--- config.mk ---
export PLATFORM = sky130hd
export DESIGN_NAME = core_run_ctrl
export DESIGN_NICKNAME = d
export VERILOG_FILES = /design/src/rtl/crc_pkg.sv /design/src/rtl/crc_regif.sv /design/src/rtl/crc_irq.sv /design/src/rtl/crc_runctl.sv /design/src/rtl/core_run_ctrl.sv
export SDC_FILE = /design/constraint.sdc
export NUM_CORES = 1
export LEC_CHECK = 0
export BUFFER_PORTS_ARGS = -buffer_cell sky130_fd_sc_hd__buf_2
export CAP_MARGIN = 30
export CORE_UTILIZATION = 46
export CTS_BUF_LIST = sky130_fd_sc_hd__clkbuf_8
export DETAILED_ROUTE_END_ITERATION = 10
export GPL_ROUTABILITY_DRIVEN = 0
export PLACE_DENSITY_LB_ADDON = 0.05
export SKIP_CTS_REPAIR_TIMING = 1
export SYNTH_ARGS = -nofsm -noshare
export SYNTH_HDL_FRONTEND = slang
export SYNTH_HIERARCHICAL = 1
export SYNTH_SLANG_ARGS = --single-unit
--- constraint.sdc ---
create_clock -name clk -period 2.35 [get_ports clk]
set_clock_uncertainty 0.15 [all_clocks]
set_input_delay 0.47 -clock clk [delete_from_list [all_inputs] [get_ports clk]]
set_output_delay 0.47 -clock clk [all_outputs]
set_load 0.02 [all_outputs]
--- src/rtl/crc_pkg.sv ---
package crc_pkg;
   localparam int unsigned IRQ_N = 4;

   // interrupt bit positions (visible to software)
   localparam int unsigned IRQ_HOST_REQ = 0;
   localparam int unsigned IRQ_FINISH   = 1;
   localparam int unsigned IRQ_IFAULT   = 2;
   localparam int unsigned IRQ_DFAULT   = 3;

   // word indices inside the register window
   localparam int unsigned WORD_STATE  = 0;
   localparam int unsigned WORD_ENABLE = 1;
   localparam int unsigned WORD_TEST   = 2;
   localparam int unsigned WORD_CTRL   = 3;

   // run mode: bit 1 software reset, bit 0 freeze
   typedef struct packed {
      logic swrst;
      logic freeze;
   } mode_t;

   localparam mode_t MODE_RUN    = '{swrst: 1'b0, freeze: 1'b0};
   localparam mode_t MODE_FREEZE = '{swrst: 1'b0, freeze: 1'b1};
   localparam mode_t MODE_PARKED = '{swrst: 1'b1, freeze: 1'b1};

   typedef struct packed {
      logic state_clr;
      logic enable_wr;
      logic test_set;
      logic ctrl_wr;
   } wr_strobe_t;
endpackage

--- src/rtl/crc_regif.sv ---
module crc_regif
   import crc_pkg::*;
#(
   parameter int unsigned ADDR_W = 12,
   parameter int unsigned DATA_W = 32
) (
   input  logic              clk,
   input  logic              rst_n,
   input  logic              bus_req,
   input  logic              bus_we,
   input  logic [ADDR_W-1:0] bus_addr,
   input  logic [IRQ_N-1:0]  pend,
   input  logic [IRQ_N-1:0]  en,
   input  mode_t             mode,
   output wr_strobe_t        strobe,
   output logic [DATA_W-1:0] bus_rdata
);
   localparam int unsigned WORD_W = ADDR_W - 2;

   generate
      if (ADDR_W < 4) begin : g_bad_addr
         $error("crc_regif: ADDR_W must cover four words");
      end
      if (DATA_W < IRQ_N + 2) begin : g_bad_data
         $error("crc_regif: DATA_W too narrow");
      end
   endgenerate

   logic [WORD_W-1:0] word;
   logic              wr_go, rd_go;
   logic [DATA_W-1:0] rd_mux;
   logic [1:0]        unused_byte_lanes;

   assign word              = bus_addr[ADDR_W-1:2];
   assign unused_byte_lanes = bus_addr[1:0];
   assign wr_go             = bus_req &  bus_we;
   assign rd_go             = bus_req & ~bus_we;

   always_comb begin
      strobe.state_clr = wr_go && (word == WORD_W'(WORD_STATE));
      strobe.enable_wr = wr_go && (word == WORD_W'(WORD_ENABLE));
      strobe.test_set  = wr_go && (word == WORD_W'(WORD_TEST));
      strobe.ctrl_wr   = wr_go && (word == WORD_W'(WORD_CTRL));
   end

   always_comb begin
      rd_mux = '0;
      if (word == WORD_W'(WORD_STATE))       rd_mux[IRQ_N-1:0] = pend;
      else if (word == WORD_W'(WORD_ENABLE)) rd_mux[IRQ_N-1:0] = en;
      else if (word == WORD_W'(WORD_CTRL))   rd_mux[1:0]       = mode;
   end

   always_ff @(posedge clk or negedge rst_n) begin
      if (!rst_n)     bus_rdata <= '0;
      else if (rd_go) bus_rdata <= rd_mux;
   end
endmodule

--- src/rtl/crc_irq.sv ---
module crc_irq
   import crc_pkg::*;
(
   input  logic             clk,
   input  logic             rst_n,
   input  wr_strobe_t       strobe,
   input  logic [IRQ_N-1:0] wmask,
   input  logic [IRQ_N-1:0] ev_set,
   output logic [IRQ_N-1:0] pend,
   output logic [IRQ_N-1:0] en,
   output logic [IRQ_N-1:0] irq
);
   always_ff @(posedge clk or negedge rst_n) begin
      if (!rst_n)                en <= '0;
      else if (strobe.enable_wr) en <= wmask;
   end

   generate
      for (genvar i = 0; i < IRQ_N; i++) begin : g_bit
         logic clr_i, set_i;
         assign clr_i = strobe.state_clr & wmask[i];
         assign set_i = (strobe.test_set & wmask[i]) | ev_set[i];
         always_ff @(posedge clk or negedge rst_n) begin
            if (!rst_n) pend[i] <= 1'b0;
            else        pend[i] <= set_i | (pend[i] & ~clr_i);
         end
         assign irq[i] = pend[i] & en[i];
      end
   endgenerate
endmodule

--- src/rtl/crc_runctl.sv ---
module crc_runctl
   import crc_pkg::*;
#(
   parameter int unsigned         OFS_W    = 22,
   parameter int unsigned         PC_W     = 32,
   parameter logic [PC_W-1:0]     MEM_BASE = '0
) (
   input  logic             clk,
   input  logic             rst_n,
   input  logic             ctrl_wr,
   input  logic [OFS_W+1:0] ctrl_data,
   input  logic             ev_pause,
   input  logic             ev_break,
   output mode_t            mode,
   output logic             halt,
   output logic             rst_pulse,
   output logic [PC_W-1:0]  start_pc,
   output logic [IRQ_N-1:0] ev_set
);
   generate
      if (PC_W < OFS_W) begin : g_bad_pc
         $error("crc_runctl: PC_W narrower than the offset field");
      end
   endgenerate

   mode_t           wr_mode, nxt_mode;
   logic            nxt_halt, nxt_pulse, load_pc;
   logic [PC_W-1:0] new_pc;

   assign wr_mode = mode_t'(ctrl_data[1:0]);
   assign new_pc  = PC_W'(ctrl_data[OFS_W+1:2]) + MEM_BASE;

   always_comb begin
      nxt_mode  = mode;
      nxt_halt  = halt;
      nxt_pulse = 1'b0;
      load_pc   = 1'b0;
      if (ev_pause) begin
         nxt_mode = MODE_PARKED;
         nxt_halt = 1'b1;
      end else if (ev_break) begin
         nxt_mode = MODE_FREEZE;
         nxt_halt = 1'b1;
      end else if (ctrl_wr) begin
         if (mode == MODE_RUN && wr_mode != MODE_RUN) nxt_halt = 1'b1;
         if (mode != MODE_RUN && wr_mode == MODE_RUN) nxt_halt = 1'b0;
         if (mode.swrst && !wr_mode.swrst) begin
            nxt_pulse = 1'b1;
            load_pc   = 1'b1;
         end
         nxt_mode = wr_mode;
      end
   end

   always_comb begin
      ev_set             = '0;
      ev_set[IRQ_FINISH] = ev_pause | ev_break;
      ev_set[IRQ_IFAULT] = ev_break;
   end

   always_ff @(posedge clk or negedge rst_n) begin
      if (!rst_n) begin
         mode      <= MODE_PARKED;
         halt      <= 1'b1;
         rst_pulse <= 1'b0;
         start_pc  <= MEM_BASE;
      end else begin
         mode      <= nxt_mode;
         halt      <= nxt_halt;
         rst_pulse <= nxt_pulse;
         if (load_pc) start_pc <= new_pc;
      end
   end
endmodule

--- src/rtl/core_run_ctrl.sv ---
module core_run_ctrl
   import crc_pkg::*;
#(
   parameter int unsigned     ADDR_W   = 12,
   parameter int unsigned     DATA_W   = 32,
   parameter int unsigned     OFS_W    = 22,
   parameter int unsigned     PC_W     = 32,
   parameter logic [PC_W-1:0] MEM_BASE = 32'h0001_0000
) (
   input  logic              clk,
   input  logic              rst_n,
   input  logic              bus_req,
   input  logic              bus_we,
   input  logic [ADDR_W-1:0] bus_addr,
   input  logic [DATA_W-1:0] bus_wdata,
   output logic [DATA_W-1:0] bus_rdata,
   input  logic              ev_pause,
   input  logic              ev_break,
   output logic              core_halt,
   output logic              core_rst_pulse,
   output logic [PC_W-1:0]   core_start_pc,
   output logic              irq_host_req,
   output logic              irq_finish,
   output logic              irq_ifault,
   output logic              irq_dfault
);
   generate
      if (DATA_W <= OFS_W + 2) begin : g_bad_ctrl
         $error("core_run_ctrl: DATA_W must exceed the control field");
      end
   endgenerate

   wr_strobe_t       strobe;
   mode_t            mode_w;
   logic [IRQ_N-1:0] pend_w, en_w, irq_w, ev_set_w;
   logic             unused_wdata_hi;

   assign unused_wdata_hi = ^bus_wdata[DATA_W-1:OFS_W+2];

   crc_regif #(.ADDR_W(ADDR_W), .DATA_W(DATA_W)) i_regif (
      .clk       (clk),
      .rst_n     (rst_n),
      .bus_req   (bus_req),
      .bus_we    (bus_we),
      .bus_addr  (bus_addr),
      .pend      (pend_w),
      .en        (en_w),
      .mode      (mode_w),
      .strobe    (strobe),
      .bus_rdata (bus_rdata)
   );

   crc_irq i_irq (
      .clk    (clk),
      .rst_n  (rst_n),
      .strobe (strobe),
      .wmask  (bus_wdata[IRQ_N-1:0]),
      .ev_set (ev_set_w),
      .pend   (pend_w),
      .en     (en_w),
      .irq    (irq_w)
   );

   crc_runctl #(.OFS_W(OFS_W), .PC_W(PC_W), .MEM_BASE(MEM_BASE)) i_runctl (
      .clk       (clk),
      .rst_n     (rst_n),
      .ctrl_wr   (strobe.ctrl_wr),
      .ctrl_data (bus_wdata[OFS_W+1:0]),
      .ev_pause  (ev_pause),
      .ev_break  (ev_break),
      .mode      (mode_w),
      .halt      (core_halt),
      .rst_pulse (core_rst_pulse),
      .start_pc  (core_start_pc),
      .ev_set    (ev_set_w)
   );

   assign irq_host_req = irq_w[IRQ_HOST_REQ];
   assign irq_finish   = irq_w[IRQ_FINISH];
   assign irq_ifault   = irq_w[IRQ_IFAULT];
   assign irq_dfault   = irq_w[IRQ_DFAULT];
endmodule

* Yosys cells after proc, flatten, opt, wreduce, memory -nomap -nowiden
Cells that the tools add are included.
Word-level totals: bits in registers 48, output and inout bits 70, word-level logic and storage cells 77, bits of input ports 50
Operators by class: reductions and logical operators 16, bitwise gates (word level) 30, equal/unequal tests 3, muxes and demuxes 16, $add $sub $neg 1
Operators with widths (number):
- adder 22 x 17 -> 23 bit (second input constant) | 1
- == test 10 x 2 -> 1 bit (second input constant) | 2
- bitwise AND 1 bit | 18
- 2-to-1 mux 2 bit | 6
- == test 10 x 1 -> 1 bit (second input constant) | 1
- logical NOT 10 bit | 1
- 2-to-1 mux 1 bit | 9
- logical AND 1 bit | 7
- bitwise OR 1 bit | 7
- NOT 1 bit | 5
- logical NOT 2 bit | 2
- 2-to-1 mux 4 bit | 1
- nonzero test 2 bit | 2
- nonzero test 4 bit | 1
- nonzero test 3 bit | 1
- AND reduction 2 bit | 1
- logical NOT 1 bit | 1

* Depth between registers and ports, before layout
Gate-level depths: netlist of the first run.
depth after elaboration 7, depth in mapped cells 8, gate-level depth less buffers 6

* Cells and area by module
Netlist of the first run, hierarchy kept.
Modules (own cells, without submodules):
- crc_runctl | seq. area each 680.7 um2, area an instance 1330.0 um2, cells each 96, times used 1
- crc_regif | seq. area each 100.1 um2, area an instance 533.0 um2, cells each 62, times used 1
- crc_irq | seq. area each 200.2 um2, area an instance 325.3 um2, cells each 24, times used 1

* Worst setup path after synthesis of the first run
OpenSTA, ideal clock, no wires.
kind input to register, start input port bus_addr[11], end register i_runctl.start_pc[10], data required time 2.075 ns, setup time 0.125 ns, path slack -0.398 ns, buffers on the path 2, stages 8, arrival 2.473 ns, cell sequence nor4_2 -> nand2_2 -> nor4_1 -> and4bb_4 -> and2_4 -> buf_6 -> buf_12 -> mux2_4
RTL lines:
- from (decl) | RTL line core_run_ctrl.sv:14 | input logic [ADDR_W-1:0] bus_addr,
- to (signal assigned) | RTL line crc_runctl.sv:71 | if (load_pc) start_pc <= new_pc;
- to (decl) | RTL line crc_runctl.sv:17 | output logic [PC_W-1:0] start_pc,

==> results of run 1 <==
-- per-layer routing --
layer | GRT usage | routed length [um]
met5 | 0 | 0
met4 | 0.0533 | 14
met3 | 0.0413 | 221
met2 | 0.236 | 1800
met1 | 0.226 | 1760
-- logic make-up after synthesis --
kind of cell | share of synthesized area
AOI/OAI and AO/OA | 0.0657
xor gates and xnor gates | 0.0120
adders and majority gates | 0.0114
buffers and inverters | 0.175
DFF | 0.448
muxes | 0.184
other | 0.00343
and+or+nand+nor | 0.100
-- placed cells by master (no fill, tap or decap), types with 5 or more instances in the layout --
cell type and instances:
sky130_fd_sc_hd__mux2_2 10, sky130_fd_sc_hd__mux2i_1 5, sky130_fd_sc_hd__buf_4 12, sky130_fd_sc_hd__clkbuf_8 5
sky130_fd_sc_hd__mux2_4 16, sky130_fd_sc_hd__buf_2 72, sky130_fd_sc_hd__inv_1 6, sky130_fd_sc_hd__nand2_1 13
sky130_fd_sc_hd__dfrtp_1 35, sky130_fd_sc_hd__conb_1 39
-- power by group through the flow --
stage	combinational, mW	clock, mW	sequential (mW)
after floorplan	0.139	0	0.689
after global placement	0.153	0	0.689
after detailed placement	0.154	0	0.689
after CTS	0.154	0.658	0.676
after global routing	0.168	0.686	0.676
final	0.153	0.643	0.676
-- flip-flops by register name, summed over array words and instances, names as in the netlist --
| register | cells |
|---|---|
| i_runctl/mode | 2 |
| i_runctl/halt | 1 |
| i_runctl/rst_pulse | 1 |
| i_irq/pend | 4 |
| i_runctl/start_pc | 23 |
| i_regif/bus_rdata | 4 |
| i_irq/en | 4 |
-- final timing paths --
kind | startpoint | to | slack, ps | depth (start not counted)
max | bus_addr[11] | i_runctl/start_pc[3] | 250 | 8
min | rst_n | i_irq/en[0] | 80 | 2
max reg2reg | i_runctl/mode[1] | i_runctl/start_pc[3] | 630 | 4
min reg2reg | i_runctl/start_pc[16] | i_runctl/start_pc[16] | 320 | 2
max in group asynchronous | rst_n | i_runctl/mode[1] | 1600 | 2
min in group clk | bus_wdata[18] | i_runctl/start_pc[16] | 230 | 2
-- final cells by class --
cell class	count	area [um2]	area share
repair buffers	85	470	0.177
inverters	5	18.8	0.00707
flip-flops and latches	39	981	0.369
well taps	52	65.1	0.0245
clock buffers	5	68.8	0.0259
multi-input cells	129	987	0.372
clock inverters	3	63.8	0.0240
==> impl.org, run 1 <==
** Run status
- Run status :: finished, violations left
- The checks that failed: design-rule violations.

** Finish
- The area growth from synthesis to layout is 21.3%.
- Fraction of layout cells with a size suffix above 1 :: 0.492
- Diode count :: 0
- Fill cells :: 387
- The finished cells cover 2660 um2.
- Post-layout util :: 0.593
- At the end of the flow, the number of nets in the layout was between 300 and 400.
- Final Instance Count excl. Fillers :: 318

** STA
- The number of pins exceeding their max-slew limit in the final report was 0.
- RSZ-0062 raised after global routing :: no
- Maximum clock frequency :: 476 MHz
- Smallest hold slack :: 80.7 ps
- Setup slack after layout :: 249 ps
- Count of final setup violators :: 0
- The number of hold violations in the final report is 0.
- Total Negative Setup Slacks :: 0 ps
- The smallest clock period supported by the final layout is computed as 2100 ps.
- Ratio of final minimum period to clock period :: 0.894

** Logic synthesis
- Synthesis inferred 39 register bits.
- The Yosys step of the flow raised 6 warnings.
- Share of synthesized registers carrying an async set or reset :: 1.00
- In this run the mean area of a mapped cell was between 10 and 15 um2.
- Summed over all instances, the cell type with the most area after synthesis is sky130_fd_sc_hd__dfrtp_1.
- Synthesis produced 182 cells.
- Among all flip-flop cells after synthesis, the most frequent one is sky130_fd_sc_hd__dfrtp_1.
- Top cell types by occurrence after synthesis :: sky130_fd_sc_hd__buf_4 (40), sky130_fd_sc_hd__dfrtp_1 (35), sky130_fd_sc_hd__mux2_4 (16), sky130_fd_sc_hd__nand2_1 (13), sky130_fd_sc_hd__mux2_2 (10)
- The number of different library cells used by synthesis comes to 36.
- Proportion of synthesized chip area in sequential cells :: 0.448
- Post-synth EDFFs :: 0
- Share of the synthesized area in the top cell type :: 0.400
- Leading post-synthesis cells by cell area :: sky130_fd_sc_hd__dfrtp_1 (40%), sky130_fd_sc_hd__buf_4 (14%), sky130_fd_sc_hd__mux2_4 (11%)
- The most common cell in the synthesized netlist is sky130_fd_sc_hd__buf_4.
- After synthesis the cells add up to 2190 um2.

** Placed design
- Counting tap cells, the placed design contains a total of between 300 and 400 instances.
- Post-detailed-placement half-perimeter wirelength :: 2950 um
- Cell area reported after detailed placement :: around 2500 um2
- Prior to clock tree synthesis, the placed netlist has a worst setup slack of -59.4 ps.
- Input and output buffers added on the ports amount to 72.

** Setup path
- CP required :: 2370 ps
- By startpoint and endpoint, the worst setup path is classified as input port to flop.
- Cells along the critical path :: buf_2 > nor4_4 > nand2_2 > nor4_4 > and4bb_4 > and2_4 > buf_12 > mux2_2
- Dominant delay contributor by cell family on the critical path :: simple AND/OR/NAND/NOR gates
- Library cell appearing most often on the critical path :: sky130_fd_sc_hd__nor4_4
- Category of the worst setup path capture point :: flop
- Maximum fanout along the worst path :: 16
- Startpoint Class :: input port
- The largest single stage delay on the critical path is ~340 ps.
- Data on the critical path arrives at its endpoint at ~2100 ps.
- The number of buffers and inverters on the critical path is 2.
- Highest-delay cell along the critical path :: sky130_fd_sc_hd__mux2_2

** Die
- The floorplan step set the die width to just over 70 um.
- Die area :: just over 5000 um2
- After floorplanning, the core was divided into 24 placement rows.
- CORE AREA :: 4470 um2
- In this run the count of I/O pins placed on the die edge is 120.
- Vertical extent of the die :: 71.0 um
- The initial utilization of the core area, before any placement, comes to 0.489.

** Global route
- Entering global routing, the biggest net connects 40 pins.
- The number of global-route vias before repair was 1334.
- Congestion Overflow GR :: 0
- First-pass GRT wire length :: 6190 um
- The initial antenna violation count came to 0.
- Combined global-route utilization of all metal layers :: 0.159

** Power and ir drop
- The share of total power dissipated in sequential elements is 0.459.
- Of the total power, the clock network draws 0.437.
- Final total power :: 1.47 mW
- NetSw :: 0.333 mW
- Internal power of the cells :: 1.14 mW
- Leakage component of the power :: around 1.4 nW
- For this design the ratio of total power to cell area is 554 nW/um2.
- Worst IR drop on VDD :: 0.000337 V
- Share of total power in combinational logic :: 0.104
- Switching share of total power :: 0.226

** Detailed routing
- Via count :: ~1500
- The detailed router finished its first iteration with 92 violations.
- Initial DRT Pass Iterations :: 8
- Mean number of vias per cell :: around 4.6
- Routed length per placed instance :: 11.9 um
- Detail Route Antenna Nets :: 0
- The routed design has about 3800 um of wire.
- DRC errors left :: 18

** CTS
- The clock tree synthesis step divided the H-tree into 2 levels.
- Clock tree synthesis selected as its root buffer the cell sky130_fd_sc_hd__clkbuf_8.
- CTS sink cnt :: 39
- Clock-pin slew was measured on the worst setup and hold paths at 70 ps.
- Maximum root-to-sink buffer count :: 2
- The later pin in the worst-skew pair is clocked with a latency of between 200 and 300 ps.
- Clock tree synthesis inserted a total of 5 buffers.
- Clock tree from TritonCTS :: done

** Hold path
- Worst min path class :: input port to asynchronous set/reset pin

** Flow run
- Max-cap violations in this run came to 0.
Note: power is estimated with default switching activity, not from simulation.
==> inputs of run 2 (changes only) <==
--- a/config.mk
+++ b/config.mk
@@ -7,7 +7,8 @@
 export LEC_CHECK = 0
 export BUFFER_PORTS_ARGS = -buffer_cell sky130_fd_sc_hd__buf_2
 export CAP_MARGIN = 30
-export CORE_UTILIZATION = 46
+export CORE_MARGIN = 1.5
+export CORE_UTILIZATION = 30
 export CTS_BUF_LIST = sky130_fd_sc_hd__clkbuf_8
 export DETAILED_ROUTE_END_ITERATION = 10
 export GPL_ROUTABILITY_DRIVEN = 0
==> impl.org, run 2 (synthesis results as in run 1) <==
** Run status
- Run status :: completed

** Setup path
- Category of the worst setup path capture point :: flop
- Startpoint Class :: input port
- The largest incremental delay on the critical path was 330 ps (about the same).
- Library cell appearing most often on the critical path :: sky130_fd_sc_hd__nor4_4
- Critical path type :: input port to flop
- Data arrival time of the critical path :: 2120 ps (about the same)
- CP required :: 2390 ps (+20 ps)
- Cells along the critical path :: buf_2 > nor4_4 > nand2_2 > nor4_4 > and4bb_4 > and2_4 > buf_12 > mux2_2
- Maximum fanout along the worst path :: 11 (-5)
- Dominant delay contributor by cell family on the critical path :: simple AND/OR/NAND/NOR gates
- Worst-case reg-to-reg path depth :: 4 (unchanged)
- Highest-delay cell along the critical path :: sky130_fd_sc_hd__mux2_2
- Number of stages on the worst setup path :: 8 (unchanged)
- Buffers & Inverters on Critical Path :: 2 (unchanged)

** Die
- The die area came to 7820 um2 (+55%).
- Vertical extent of the die :: 88.4 um (+25%)
- The initial core utilization was 0.317 (-0.172).
- The core box area came to 6910 um2 (+54%).
- The I/O pin total came to 120 (unchanged).
- Number of standard-cell rows in the floorplan :: 30 (+25%)
- The width of the chip was 88.4 um (+25%).

** Global route
- Congestion Overflow GR :: 0 (unchanged)
- Via count of the first global-routing pass :: 1409 (+5.6%)
- First-pass GRT wire length :: 6930 um (+12%)
- The pin count of the biggest net entering global routing came to 40 (unchanged).
- The global-route usage over all layers is 0.119 (-0.0400).
- Antenna violations before repair :: 0 (unchanged)

** STA
- Maximum clock frequency :: 480 MHz (+0.94%)
- The least setup slack across all paths after layout is 268 ps (+19.5 ps).
- The final critical path time including I/O delays and setup is 2080 ps (-19.5 ps).
- Count of final setup violators :: 0 (unchanged)
- RSZ-0062 raised after global routing :: no
- Number of max-slew violations in the final report :: 0 (unchanged)
- The fraction of the cycle the final worst path needs is 0.886 (-0.00829).
- Number of failing hold endpoints at the final stage :: 0 (unchanged)

** CTS
- The clock latency at the later pin of the worst-skew pair is 290 ps (about the same).
- CTS sink cnt :: 39 (unchanged)
- The H-tree level count is 2 (unchanged).
- The clock transition time at the flip-flop clock pins of the worst setup and hold paths is 80 ps (about the same).
- TritonCTS built the clock tree.
- Maximum root-to-sink buffer count :: 2 (unchanged)
- The CTS buffer count came to 5 (unchanged).
- Root Buffer Master :: sky130_fd_sc_hd__clkbuf_8

** Finish
- Ranked by flip-flop count, first place goes to i_runctl/start_pc.
- The proportion of layout cells with a drive suffix above 1 came to 0.498 (+0.00566).
- Number of flip-flops under the largest register name :: 23 (unchanged)
- Fill cells :: 731 (+89%)
- Most common library cell in the layout ignoring fill and taps :: sky130_fd_sc_hd__buf_2
- From synthesis to final layout, the design area changed by 25.2%.
- # nets final :: 320 (+0.95%)
- In the layout the commonest cells are sky130_fd_sc_hd__buf_2 (72), sky130_fd_sc_hd__conb_1 (39), sky130_fd_sc_hd__dfrtp_1 (35).
- The number of inserted diodes is 0 (unchanged).
- Final std cell area, no fill :: 2740 um2 (+3.2%)

** Placed design
- The detailed placement HPWL came to 3360 um (+14%).
- The minimum setup slack after placement was -89.7 ps (-30.3 ps).
- The post-detailed-placement cell area is 2620 um2 (+3.8%).
- The port buffer count came to 72 (unchanged).

** Power and ir drop
- Pwr dens :: 513 nW/um2 (-7.4%)
- The leakage power total is 1.44 nW (+0.76%).
- The worst vdd rail ir drop came to 0.000194 V (-43%).

** Detailed routing
- Routed length per placed instance :: 12.0 um (+0.62%)
- The number of nets with antenna violations after routing came to 0 (unchanged).
- The detailed router's first-iteration violation count came to 67 (-27%).
- The total wirelength of the detailed-routed design is 4380 um (+15%).
- The total via count in the routed design came to 1454 (+0.069%).
- The detailed-route DRC error count was 0 (-18).
- The total iterations of the first detailed-routing run was 4 (-4).
- Mean number of vias per cell :: 3.98 (-13%)

** Hold path
- Along the worst hold path, the cell count comes to 2.
- Worst min path class :: input port to flop

** Flow run
- Max-capacitance violation count :: 0 (unchanged)
==> run 2: final cells by class <==
cell class	count	area, um2	area share
flip-flops and latches	39	981	0.358
repair buffers	88	520	0.190
multi-input cells	129	987	0.360
inverters	5	18.8	0.00685
well taps	96	120	0.0438
clock inverters	3	43.8	0.0160
clock buffers	5	68.8	0.0251
==> run 2: final timing paths <==
kind                                  startpoint               endpoint  slack [ps]
hold / removal                     bus_wdata[18]  i_runctl/start_pc[16]         210
min in group asynchronous                  rst_n   i_regif/bus_rdata[0]         520
setup reg to reg                i_runctl/mode[1]   i_runctl/start_pc[2]         620
hold reg to reg            i_runctl/start_pc[16]  i_runctl/start_pc[16]         320
max in group asynchronous                  rst_n       i_runctl/mode[1]        1270
setup / recovery                     bus_addr[6]   i_runctl/start_pc[2]         270
==> run 2: through the flow <==
step	hold slack, ps	instances	power [mW]	util	setup TNS, ps
global route	220	365	1.48	0.397	0
global placement	303	356	0.848	0.379	-1190
detailed placement	313	356	0.848	0.379	-1010
CTS	-8.76	364	1.43	0.395	0
finish	214	365	1.41	0.397	0
floorplan	24.4	219	0.828	-	-110
==> run 2: report_power, final <==
| group | total [mW] | internal [mW] | switching, mW |
|---|---|---|---|
| Combinational | 0.159 | 0.0483 | 0.111 |
| Clock | 0.572 | 0.316 | 0.255 |
| Sequential | 0.676 | 0.674 | 0.00203 |
==> run 2: worst register-to-register path, delay by kind of cell (launching register included) <==
kind | cells | cell delay (ps)
muxes | 1 | 330
DFF | 1 | 570
buffers and inverters | 1 | 150
and+or+nand+nor | 2 | 430
==> run 2: per-layer routing <==
metal | global-route usage | vias to the layer above | share of wire
met5 | 0 | - | 0
met4 | 0.0384 | 0 | 0.014
met3 | 0.0513 | 6 | 0.095
met2 | 0.173 | 66 | 0.43
met1 | 0.158 | 667 | 0.46
li1 | - | 715 | -
